[config.mk]
export PLATFORM = sky130hd
export DESIGN_NAME = dma_act_ctrl
export DESIGN_NICKNAME = d
export VERILOG_FILES = /design/src/rtl/dma_act_pkg.sv /design/src/rtl/dma_req_sync.sv /design/src/rtl/dma_req_qual.sv /design/src/rtl/dma_xfer_seq.sv /design/src/rtl/dma_act_ctrl.sv
export SDC_FILE = /design/constraint.sdc
export NUM_CORES = 1
export LEC_CHECK = 0
export ABC_AREA = 1
export BUFFER_PORTS_ARGS = -buffer_cell sky130_fd_sc_hd__buf_2
export CAP_MARGIN = 15
export CORE_AREA = 2 2 62 64
export DETAILED_ROUTE_END_ITERATION = 8
export DIE_AREA = 0 0 64 66
export GPL_TIMING_DRIVEN = 0
export HOLD_SLACK_MARGIN = 0.03
export PLACE_DENSITY = 0.7
export SKIP_CTS_REPAIR_TIMING = 1
export SLEW_MARGIN = 20
export SYNTH_ARGS = -nofsm -noshare
export SYNTH_HDL_FRONTEND = slang
export SYNTH_SLANG_ARGS = --single-unit
[constraint.sdc]
create_clock -name clk_i -period 4.1 [get_ports clk_i]
set_input_delay 0.82 -clock clk_i [delete_from_list [all_inputs] [get_ports clk_i]]
set_output_delay 0.82 -clock clk_i [all_outputs]
set_load 0.01 [all_outputs]
[src/rtl/dma_act_pkg.sv]
package dma_act_pkg;

   typedef enum logic {
      SRC_SELF = 1'b0,
      SRC_PIN  = 1'b1
   } src_e;

   localparam int unsigned MIN_SYNC = 2;

endpackage

[src/rtl/dma_req_sync.sv]
module dma_req_sync #(
   parameter int unsigned STAGES = 2
) (
   input  logic clk_i,
   input  logic rst_ni,
   input  logic pin_ni,
   output logic low_o,
   output logic fall_o
);
   localparam int unsigned LAST = STAGES - 1;

   if (STAGES < dma_act_pkg::MIN_SYNC) begin : g_bad_stages
      $error("dma_req_sync: STAGES must be at least 2");
   end

   logic [STAGES-1:0] chain_q;
   logic              prev_q;

   for (genvar i = 0; i < STAGES; i++) begin : g_stage
      if (i == 0) begin : g_first
         always_ff @(posedge clk_i or negedge rst_ni) begin
            if (!rst_ni) chain_q[0] <= 1'b1;
            else         chain_q[0] <= pin_ni;
         end
      end else begin : g_next
         always_ff @(posedge clk_i or negedge rst_ni) begin
            if (!rst_ni) chain_q[i] <= 1'b1;
            else         chain_q[i] <= chain_q[i-1];
         end
      end
   end

   always_ff @(posedge clk_i or negedge rst_ni) begin
      if (!rst_ni) prev_q <= 1'b1;
      else         prev_q <= chain_q[LAST];
   end

   assign low_o  = ~chain_q[LAST];
   assign fall_o = prev_q & ~chain_q[LAST];

   // a detected edge is never reported in two consecutive cycles
   p_fall_single_r5: assert property (@(posedge clk_i) disable iff (!rst_ni)
      fall_o |=> !fall_o);

endmodule

[src/rtl/dma_req_qual.sv]
module dma_req_qual
   import dma_act_pkg::*;
(
   input  logic clk_i,
   input  logic rst_ni,
   input  logic en_i,
   input  src_e src_i,
   input  logic sense_lvl_i,
   input  logic low_i,
   input  logic fall_i,
   input  logic accept_i,
   output logic req_ok_o
);
   logic pend_q;
   logic pend_d;
   logic pin_mode;
   logic edge_arm;

   assign pin_mode = (src_i == SRC_PIN);
   assign edge_arm = en_i & pin_mode & ~sense_lvl_i;

   always_comb begin
      pend_d = pend_q & ~accept_i & en_i;
      if (fall_i && edge_arm) pend_d = 1'b1;
   end

   always_ff @(posedge clk_i or negedge rst_ni) begin
      if (!rst_ni) pend_q <= 1'b0;
      else         pend_q <= pend_d;
   end

   always_comb begin
      if (!pin_mode)        req_ok_o = 1'b1;
      else if (sense_lvl_i) req_ok_o = low_i;
      else                  req_ok_o = pend_q;
   end

   // a pending edge does not survive a disabled channel
   p_pend_drop_r10: assert property (@(posedge clk_i) disable iff (!rst_ni)
      !en_i |=> !pend_q);

   // an accepted edge is consumed unless a fresh edge arrives with it
   p_pend_consumed_r5: assert property (@(posedge clk_i) disable iff (!rst_ni)
      (accept_i && pin_mode && !sense_lvl_i && !fall_i) |=> !pend_q);

endmodule

[src/rtl/dma_xfer_seq.sv]
module dma_xfer_seq
   import dma_act_pkg::*;
#(
   parameter int unsigned CNT_W = 16
) (
   input  logic             clk_i,
   input  logic             rst_ni,
   input  logic             en_set_i,
   input  logic             en_clr_i,
   input  logic [CNT_W-1:0] cnt_load_i,
   input  src_e             src_i,
   input  logic             ack_en_i,
   input  logic             burst_i,
   input  logic             req_ok_i,
   input  logic             done_i,
   output logic             accept_o,
   output logic             en_o,
   output logic             start_o,
   output logic             hold_o,
   output logic             ack_no,
   output logic             eot_o
);
   localparam logic [CNT_W-1:0] ONE  = CNT_W'(1);
   localparam logic [CNT_W-1:0] ZERO = '0;

   logic             en_q;
   logic             busy_q;
   logic [CNT_W-1:0] cnt_q;
   logic             start_q;
   logic             hold_q;
   logic             ack_q;
   logic             eot_q;

   logic accept;
   logic unit_end;
   logic last_unit;
   logic load_ok;
   logic keep_bus;
   logic release_bus;

   assign accept      = en_q & ~busy_q & req_ok_i;
   assign unit_end    = busy_q & done_i;
   assign last_unit   = (cnt_q == ONE);
   assign load_ok     = en_set_i & ~en_clr_i & ~busy_q & (cnt_load_i != ZERO);
   assign keep_bus    = burst_i & (src_i == SRC_SELF);
   assign release_bus = unit_end & (~keep_bus | last_unit | ~en_q | en_clr_i);

   always_ff @(posedge clk_i or negedge rst_ni) begin
      if (!rst_ni) begin
         en_q    <= 1'b0;
         busy_q  <= 1'b0;
         cnt_q   <= ZERO;
         start_q <= 1'b0;
         hold_q  <= 1'b0;
         ack_q   <= 1'b0;
         eot_q   <= 1'b0;
      end else begin
         start_q <= accept;
         ack_q   <= accept & ack_en_i & (src_i == SRC_PIN);
         eot_q   <= unit_end & last_unit & en_q;

         if (accept)        busy_q <= 1'b1;
         else if (unit_end) busy_q <= 1'b0;

         if (unit_end)     cnt_q <= cnt_q - ONE;
         else if (load_ok) cnt_q <= cnt_load_i;

         if (en_clr_i || (unit_end && last_unit)) en_q <= 1'b0;
         else if (load_ok)                        en_q <= 1'b1;

         if (accept)                 hold_q <= 1'b1;
         else if (release_bus)       hold_q <= 1'b0;
         else if (!busy_q && !en_q)  hold_q <= 1'b0;
      end
   end

   assign accept_o = accept;
   assign en_o     = en_q;
   assign start_o  = start_q;
   assign hold_o   = hold_q;
   assign ack_no   = ~ack_q;
   assign eot_o    = eot_q;

   // start strobes are single-cycle
   p_start_single_r3: assert property (@(posedge clk_i) disable iff (!rst_ni)
      start_q |=> !start_q);

   // a unit only starts from an enabled channel
   p_start_needs_en_r2: assert property (@(posedge clk_i) disable iff (!rst_ni)
      start_q |-> $past(en_q));

   // acknowledge never appears without a start strobe
   p_ack_with_start_r6: assert property (@(posedge clk_i) disable iff (!rst_ni)
      !ack_no |-> start_q);

   // the bus is held whenever a unit is in flight
   p_busy_holds_r7: assert property (@(posedge clk_i) disable iff (!rst_ni)
      busy_q |-> hold_q);

   // end of transfer leaves the channel disabled
   p_eot_disables_r9: assert property (@(posedge clk_i) disable iff (!rst_ni)
      eot_q |-> !en_q);

   // an enabled channel always has units left
   p_cnt_live_r9: assert property (@(posedge clk_i) disable iff (!rst_ni)
      en_q |-> (cnt_q != ZERO));

endmodule

[src/rtl/dma_act_ctrl.sv]
module dma_act_ctrl
   import dma_act_pkg::*;
#(
   parameter int unsigned CNT_W       = 16,
   parameter int unsigned SYNC_STAGES = 2
) (
   input  logic             clk_i,
   input  logic             rst_ni,
   input  logic             en_set_i,
   input  logic             en_clr_i,
   input  logic [CNT_W-1:0] xfer_cnt_i,
   input  logic             src_sel_i,
   input  logic             sense_lvl_i,
   input  logic             ack_en_i,
   input  logic             burst_i,
   input  logic             req_ni,
   input  logic             done_i,
   output logic             start_o,
   output logic             bus_hold_o,
   output logic             ack_no,
   output logic             eot_o,
   output logic             chan_en_o
);
   if (CNT_W < 2) begin : g_bad_cnt
      $error("dma_act_ctrl: CNT_W must be at least 2");
   end

   src_e src;
   logic pin_low;
   logic pin_fall;
   logic req_ok;
   logic accept;
   logic en;

   assign src = src_e'(src_sel_i);

   dma_req_sync #(
      .STAGES (SYNC_STAGES)
   ) u_sync (
      .clk_i  (clk_i),
      .rst_ni (rst_ni),
      .pin_ni (req_ni),
      .low_o  (pin_low),
      .fall_o (pin_fall)
   );

   dma_req_qual u_qual (
      .clk_i       (clk_i),
      .rst_ni      (rst_ni),
      .en_i        (en),
      .src_i       (src),
      .sense_lvl_i (sense_lvl_i),
      .low_i       (pin_low),
      .fall_i      (pin_fall),
      .accept_i    (accept),
      .req_ok_o    (req_ok)
   );

   dma_xfer_seq #(
      .CNT_W (CNT_W)
   ) u_seq (
      .clk_i      (clk_i),
      .rst_ni     (rst_ni),
      .en_set_i   (en_set_i),
      .en_clr_i   (en_clr_i),
      .cnt_load_i (xfer_cnt_i),
      .src_i      (src),
      .ack_en_i   (ack_en_i),
      .burst_i    (burst_i),
      .req_ok_i   (req_ok),
      .done_i     (done_i),
      .accept_o   (accept),
      .en_o       (en),
      .start_o    (start_o),
      .hold_o     (bus_hold_o),
      .ack_no     (ack_no),
      .eot_o      (eot_o)
   );

   assign chan_en_o = en;

   // acknowledge is idle out of reset and whenever no strobe is seen
   p_ack_idle_r1: assert property (@(posedge clk_i) disable iff (!rst_ni)
      !start_o |-> ack_no);

endmodule

==> key figures, run 1 <==
Worst setup path
  • Flop-to-flop setup slack: 2.60 ns
  • Worst reg2reg path startpoint: u_seq.cnt_q[0]
  • Kind of capture point of the worst setup path: primary output
  • Critical-path cell list: buf_2
  • Crit path max-delay cell type: dfrtp_1
  • Number of cells on the worst reg-to-reg path: 9
  • Sum of buffers and inverters on the critical path: 1
  • Data arrival time of the worst path: just over 0.9 ns
  • Data required time at the worst endpoint: 3.28 ns
  • Destination of the worst register-to-register timing path: u_seq.cnt_q[6]
  • Critical path type: reg -> out
  • Highest fanout seen on the critical path: 4
  • Crit path max-delay family: flip-flops
  • Kind of launch point of the worst setup path: register
  • Worst stage delay on the critical path: 0.43 ns

Synthesis
  • Top cell type's share of synthesized area: around a third
  • Largest family of logic cells by synthesized area: simple AND/OR/NAND/NOR gates
  • Number of enable-type register cells in the synthesized netlist: 0
  • Count leader, synth: nand2_1
  • Register bit total from synthesis: 26
  • XOR/XNOR Fraction of Synth Area: 0%
  • Number of warnings printed during yosys synthesis: 0
  • Number of distinct library cells after synthesis: 23
  • Cell type with the highest aggregate area in the netlist: dfrtp_1
  • Most area-consuming cells after synthesis: dfrtp_1 34%, nand3_1 17%, nand2_1 13%, nor2_1 7.3%, inv_1 6.0%
  • Share of flip-flops with an asynchronous set or reset: 100.0%
  • Post-synth top flop: dfrtp_1
  • Synth Net Count: 271
  • Multiplexer share of the synthesized area: 0%
  • Syn Area/Cell: 7.008 sq um
  • Top cells by instance count after synthesis: 60 x nand2_1, 58 x nand3_1, 33 x nor2_1
  • Synthesized-area fraction occupied by and/or/nand/nor cells: between 40% and 50%
  • Post-synthesis compound-gate area fraction: 3.747%
  • Number of cells produced by synthesis: between 200 and 250
  • Mapped Area: around 1700 sq um
  • Sequential share of the synthesized area: between 30 and 40%
  • Area share of fa/ha/maj cells after synthesis: under 10%

Route
  • Count of vias placed by the detailed router: 1637
  • Final routed DRC violation total: 0
  • Residual antenna-violating net count after detailed routing: 0
  • Average detailed-routed wire length per instance: 12.41 microns
  • Via/cell ratio: between 5 and 6
  • First-pass detailed-route iteration total: 6
  • Count of routing violations after the opening detailed-route iteration: 57
  • Total wire length after detailed routing: 4.032 mm

Floorplanning
  • Area inside the core boundary: 3551 sq um
  • DIE HEIGHT: roughly 66 microns
  • Die area: 4224 sq um
  • Boundary pin count: 31
  • Initial standard-cell utilization of the core: 47.96%
  • Die width: around 64 microns
  • FP Rows: 22

Finish
  • Diode insertion count for antenna repair: 0
  • Synthesis-to-finish area growth: 15.43%
  • Share of layout cells above drive strength 1: 20.94%
  • Number of filler cells placed in the layout: 379
  • Non-filler instance count after layout: ~330
  • Final net count: a little over 300

Clock tree
  • Clock root buffer master: clkbuf_4
  • Total clock buffers created by CTS: 3
  • Maximum clock path buffer count: 2
  • Number of sinks on the clock net: 26
  • CTS tree: done
  • Clock-pin slew reported for the worst setup and hold paths after clock tree synthesis: around 0.15 ns
  • Deepest level of the CTS H-tree: 1
  • Clk Latency, worst-skew pair: about 0.33 ns

Power
  • NetSw: between 0.3 and 0.4 mW
  • Internal portion of total power: 0.5003 mW
  • Combinational cell fraction of total power: 32.6%
  • Switching power share of the total: about two fifths
  • Power share of the sequential group: roughly 45%
  • Power per Cell Area: around 410 nW/um^2
  • Peak VDD IR: roughly 0.00027 V
  • Standby leakage power: 1.038 nW
  • Clock network fraction of total power: between 20% and 30%

Global route
  • Antenna violations before repair: 0
  • Global-route wire length before repair: ~6.9 mm
  • Maximum number of pins on one net before global-route repair: 27
  • Global-route congestion overflow total: 0
  • Overall track demand over capacity in global routing: 21.21%
  • Vias in the first global route: 1453

Placed design
  • Total half-perimeter wirelength after legalization and detailed placement: between 3 and 4 mm
  • Gpl congestion: 0.8978
  • I/O Buffers: 30
  • Placed insts: 321

STA
  • Timing-limited maximum frequency: roughly 580 MHz
  • Setup repair after global routing missed its margin: no
  • Count of endpoints failing hold in the final timing report: 0
  • Share of the clock period used by the worst path: between 40% and 50%
  • Final slew viol count: 0
  • Hold_ws: between 0.3 and 0.4 ns
  • Setup-failing EPs final: 0
  • Tmin final: about 1.7 ns
  • Slew of the pin with the lowest slew margin: about 0.6 ns
  • Sum of negative setup slack: 0 ns
  • Slew Limit Headroom: ~60%
  • Worst clock skew: between 0.006 and 0.007 ns

Hold path
  • Hold WC Path Type: reg -> reg
  • Origin of the worst min-delay path: u_sync.chain_q[0]
  • End point of the most critical hold path: u_sync.chain_q[1]
  • Number of cells traversed by the worst hold path: 0

Run
  • Number of max-cap violations: 0

Status
  • Result of the run: complete, no violations
## state kept, by name, summed over array words and instances (netlist names)
signal and flops:
u_sync.chain_q 2, u_seq.en_o 1, u_seq.eot_o 1, u_seq.start_o 1, u_seq.busy_q 1, u_qual.pend_q 1
u_seq.cnt_q 16, u_seq.ack_q 1, u_sync.prev_q 1, u_seq.hold_o 1
## logic make-up after synthesis
group / after synthesis
flops: 26
simple gates: 170
fa+ha+maj: 2
compound gates: 11
buf+inv: 34
## through the flow
step           utilization [%]  total power, mW  area, sq um  setup WS (ns)
6_report                 55.36           0.8131         1966          2.366
5_1_grt                  55.36           0.8818         1966          2.317
4_1_cts                  55.36           0.8192         1966          2.352
3_5_place_dp             53.88           0.6374         1913          2.130
3_3_place_gp             53.88           0.6302         1913          2.140
2_1_floorplan                -           0.5610         1703          2.496
## area by class of cell
cell class / instances / area, sq um / share of cell area, %
Multi-Input combinational cell: 183 / 908.4 / 46.21
Tap cell: 48 / 60.06 / 3.055
Clock buffer: 3 / 22.52 / 1.146
Sequential cell: 26 / 654.4 / 33.29
Timing Repair Buffer: 30 / 150.1 / 7.638
Buffer: 6 / 35.03 / 1.782
Inverter: 28 / 105.1 / 5.347
Clock inverter: 1 / 30.03 / 1.528
## power by group through the flow
stage	Clock [mW]	Sequential, mW	Combinational, mW
6_report	0.182	0.366	0.265
5_1_grt	0.200	0.374	0.308
4_1_cts	0.186	0.365	0.268
3_5_place_dp	0	0.370	0.267
3_3_place_gp	0	0.369	0.261
2_1_floorplan	0	0.357	0.204
## cells in the final DEF (no fill, tap or decap)
cell type / netlist / layout
o211ai_1: 1 / 1
nand2_4: 3 / 3
nor2_1: 33 / 33
nand2_1: 60 / 60
nand4_1: 5 / 5
nand3_1: 58 / 58
dfrtp_1: 23 / 23
inv_1: 27 / 27
o21ai_0: 5 / 5
clkbuf_1: 1 / 1
buf_6: 1 / 1
ha_1: 2 / 2
dfstp_2: 3 / 3
o21bai_1: 1 / 1
nand3_2: 1 / 1
bufinv_16: 0 / 1
inv_2: 1 / 1
nand2_2: 3 / 3
clkbuf_4: 0 / 3
nor2_2: 2 / 2
a21oi_1: 3 / 3
a31o_2: 1 / 1
nor2_4: 3 / 3
nor2_8: 2 / 2
buf_2: 4 / 34
## worst max path at each step
stage / startpoint / end / slack (ns) / depth (start not counted)
finish: u_seq.en_o / chan_en_o / 2.37 / 1
global route: u_seq.en_o / chan_en_o / 2.32 / 1
CTS: u_seq.en_o / chan_en_o / 2.35 / 1
detailed placement: xfer_cnt_i[9] / u_seq.cnt_q[6] / 2.13 / 9
global placement: xfer_cnt_i[9] / u_seq.cnt_q[7] / 2.14 / 9
floorplan: xfer_cnt_i[2] / u_seq.cnt_q[7] / 2.50 / 8
## metal layers
layer | track usage, % | wire length, microns | part of all wire [%] | vias to the layer above
met2 | 35.55 | 1945 | 48 | 38
li1 | - | - | - | 854
met3 | 3.578 | 200 | 5.0 | 6
met1 | 28.19 | 1823 | 45 | 739
met5 | 0 | 0 | 0 | -
met4 | 5.978 | 63 | 1.6 | 0
(Power assumes the default switching activity.)
==> run 2: changes to the inputs <==
- clock period: 4.1 -> 1.77 ns (I/O delays scaled with it)
==> run 2 against run 1 <==
  * Largest power group unchanged
  * Register-to-register slack got worse by 2.3 ns
  * Wire length grew 0.35%
  * Clock power rose by 130%
  * Clock skew up 0.00067 ns
  * First-iteration DRC count up 18%
  * Sequential share of layout area shrank 0.17 points
==> key figures, run 2 (synthesis results as in run 1) <==
Status
  • Result of the run: complete, no violations

Worst setup path
  • Critical path type: reg -> reg
  • Highest fanout seen on the critical path: 7
  • Data required time at the worst endpoint: a little over 2 ns
  • Kind of capture point of the worst setup path: register
  • Kind of launch point of the worst setup path: register
  • Data arrival time of the worst path: between 1.5 and 2 ns

STA
  • Setup-failing EPs final: 0
  • Count of endpoints failing hold in the final timing report: 0
  • Slew Limit Headroom: 59.58%
  • Setup repair after global routing missed its margin: no
  • Tmin final: roughly 1.5 ns
  • Share of the clock period used by the worst path: 85.03%
  • Slew of the pin with the lowest slew margin: 0.6063 ns
  • Min setup slack post-route: around 0.26 ns
  • Timing-limited maximum frequency: about 660 MHz
  • Final slew viol count: 0
  • Hold_ws: 0.09243 ns
  • Worst clock skew: about 0.007 ns
  • Sum of negative setup slack: 0 ns

Clock tree
  • CTS tree: done
  • Clock-pin slew reported for the worst setup and hold paths after clock tree synthesis: ~0.15 ns
  • Clk Latency, worst-skew pair: between 0.3 and 0.4 ns
  • Deepest level of the CTS H-tree: 1
  • Total clock buffers created by CTS: 3
  • Clock root buffer master: clkbuf_4
  • Number of sinks on the clock net: 26
  • Maximum clock path buffer count: 2

Placed design
  • Worst slack, placed: around 0.27 ns
  • I/O Buffers: 30
  • Total half-perimeter wirelength after legalization and detailed placement: approximately 3.1 mm
  • Placed insts: 321
  • Gpl congestion: between 0.8 and 0.9

Route
  • Final routed DRC violation total: 0
  • Average detailed-routed wire length per instance: around 12 microns
  • First-pass detailed-route iteration total: 5
  • Count of vias placed by the detailed router: 1650
  • Via/cell ratio: ~5.1
  • Residual antenna-violating net count after detailed routing: 0
  • Count of routing violations after the opening detailed-route iteration: between 60 and 70
  • Total wire length after detailed routing: 4.046 mm

Power
  • Power per Cell Area: between 900 and 1000 nW/um^2
  • Peak VDD IR: ~0.00063 V
  • Power share of the sequential group: between 40% and 50%
  • Clock network fraction of total power: between 20 and 25%
  • NetSw: around 0.73 mW
  • Standby leakage power: around 1.0 nW
  • Combinational cell fraction of total power: roughly a third
  • Internal portion of total power: 1.160 mW
  • Switching power share of the total: a little under 40%

Finish
  • Synthesis-to-finish area growth: 16.02%
  • Top reg by flops: u_seq.cnt_q
  • Non-filler instance count after layout: 326
  • Final net count: 307
  • Area used by sequential logic in the layout: 654.4 sq um
  • Most frequent standard cell in the layout excluding fill and tap cells: nand2_1
  • Diode insertion count for antenna repair: 0
  • Largest registers: u_seq.cnt_q x16, u_sync.chain_q x2
  • Max FFs per register: 16
  • Area of the multi-input gates: a little over 900 sq um
  • Most frequent cells in the layout: 60 x nand2_1, 58 x nand3_1, 34 x buf_2, 33 x nor2_1, 27 x inv_1
  • Number of filler cells placed in the layout: between 300 and 400
  • Share of layout cells above drive strength 1: 20.86%

Floorplanning
  • Initial standard-cell utilization of the core: a little under half
  • Die area: approximately 4200 sq um
  • FP Rows: 22
  • Area inside the core boundary: 3551 sq um
  • DIE HEIGHT: around 66 microns
  • Boundary pin count: 31
  • Die width: 64 microns

Run
  • Number of max-cap violations: 0

Global route
  • Vias in the first global route: approximately 1500
  • Antenna violations before repair: 0
  • Overall track demand over capacity in global routing: approximately a fifth
  • Global-route wire length before repair: around 6.9 mm
  • Maximum number of pins on one net before global-route repair: 27
  • Global-route congestion overflow total: 0

Hold path
  • Hold WC Path Type: in -> reg
[run 2: worst max-delay path, stage by stage (launching register included)]
cell and delay, ns:
dfrtp_1 0.44, inv_1 0.16, ha_1 0.27, nand2_4 0.11, nor2_8 0.14, nand2_1 0.06
nand3_1 0.08, nand2_1 0.05, nand2_1 0.06, nand2_1 0.05
[run 2: path summary, 6_finish.rpt]
| path | slack (ns) | startpoint | endpoint | cells past startpoint |
|---|---|---|---|---|
| setup / recovery | 0.26 | u_seq.cnt_q[0] | u_seq.cnt_q[6] | 9 |
| hold / removal | 0.09 | req_ni | u_sync.chain_q[0] | 1 |
| setup reg to reg | 0.26 | u_seq.cnt_q[0] | u_seq.cnt_q[6] | 9 |
| hold reg to reg | 0.37 | u_sync.chain_q[0] | u_sync.chain_q[1] | 0 |
| max in group asynchronous | 0.83 | rst_ni | u_seq.cnt_q[0] | 2 |
| min in group asynchronous | 0.54 | rst_ni | u_seq.hold_o | 2 |
[run 2: layout make-up]
| type | count | area share (%) |
|---|---|---|
| sequential | 26 | 33.12 |
| inverter | 28 | 5.320 |
| timing repair buffer | 31 | 8.106 |
| clock inverter | 1 | 1.520 |
| buffer | 6 | 1.773 |
| tap | 48 | 3.040 |
| clock buffer | 3 | 1.140 |
| multi-input combinational | 183 | 45.98 |
[run 2: per-stage QoR]
stage	total power [mW]	util, %	cell area [sq um]
4_1_cts	1.897	55.36	1966
6_report	1.887	55.64	1976
3_5_place_dp	1.477	53.88	1913
5_1_grt	2.044	55.64	1976
2_1_floorplan	1.300	-	1703
3_3_place_gp	1.460	53.88	1913
[run 2: power groups by stage]
stage / Combinational (mW) / Clock, mW / Sequential [mW]
floorplan: 0.473 / 0 / 0.827
global placement: 0.604 / 0 / 0.856
detailed placement: 0.619 / 0 / 0.858
CTS: 0.620 / 0.432 / 0.846
global route: 0.714 / 0.463 / 0.867
finish: 0.616 / 0.423 / 0.848
[run 2: metal layers]
layer	vias up	part of all wire (%)	wire, microns	track usage [%]
met1	750	46	1857	28.19
met5	-	0	0	0
met4	0	1.6	64	5.978
met3	6	4.5	182	3.578
li1	855	-	-	-
met2	39	48	1941	35.55
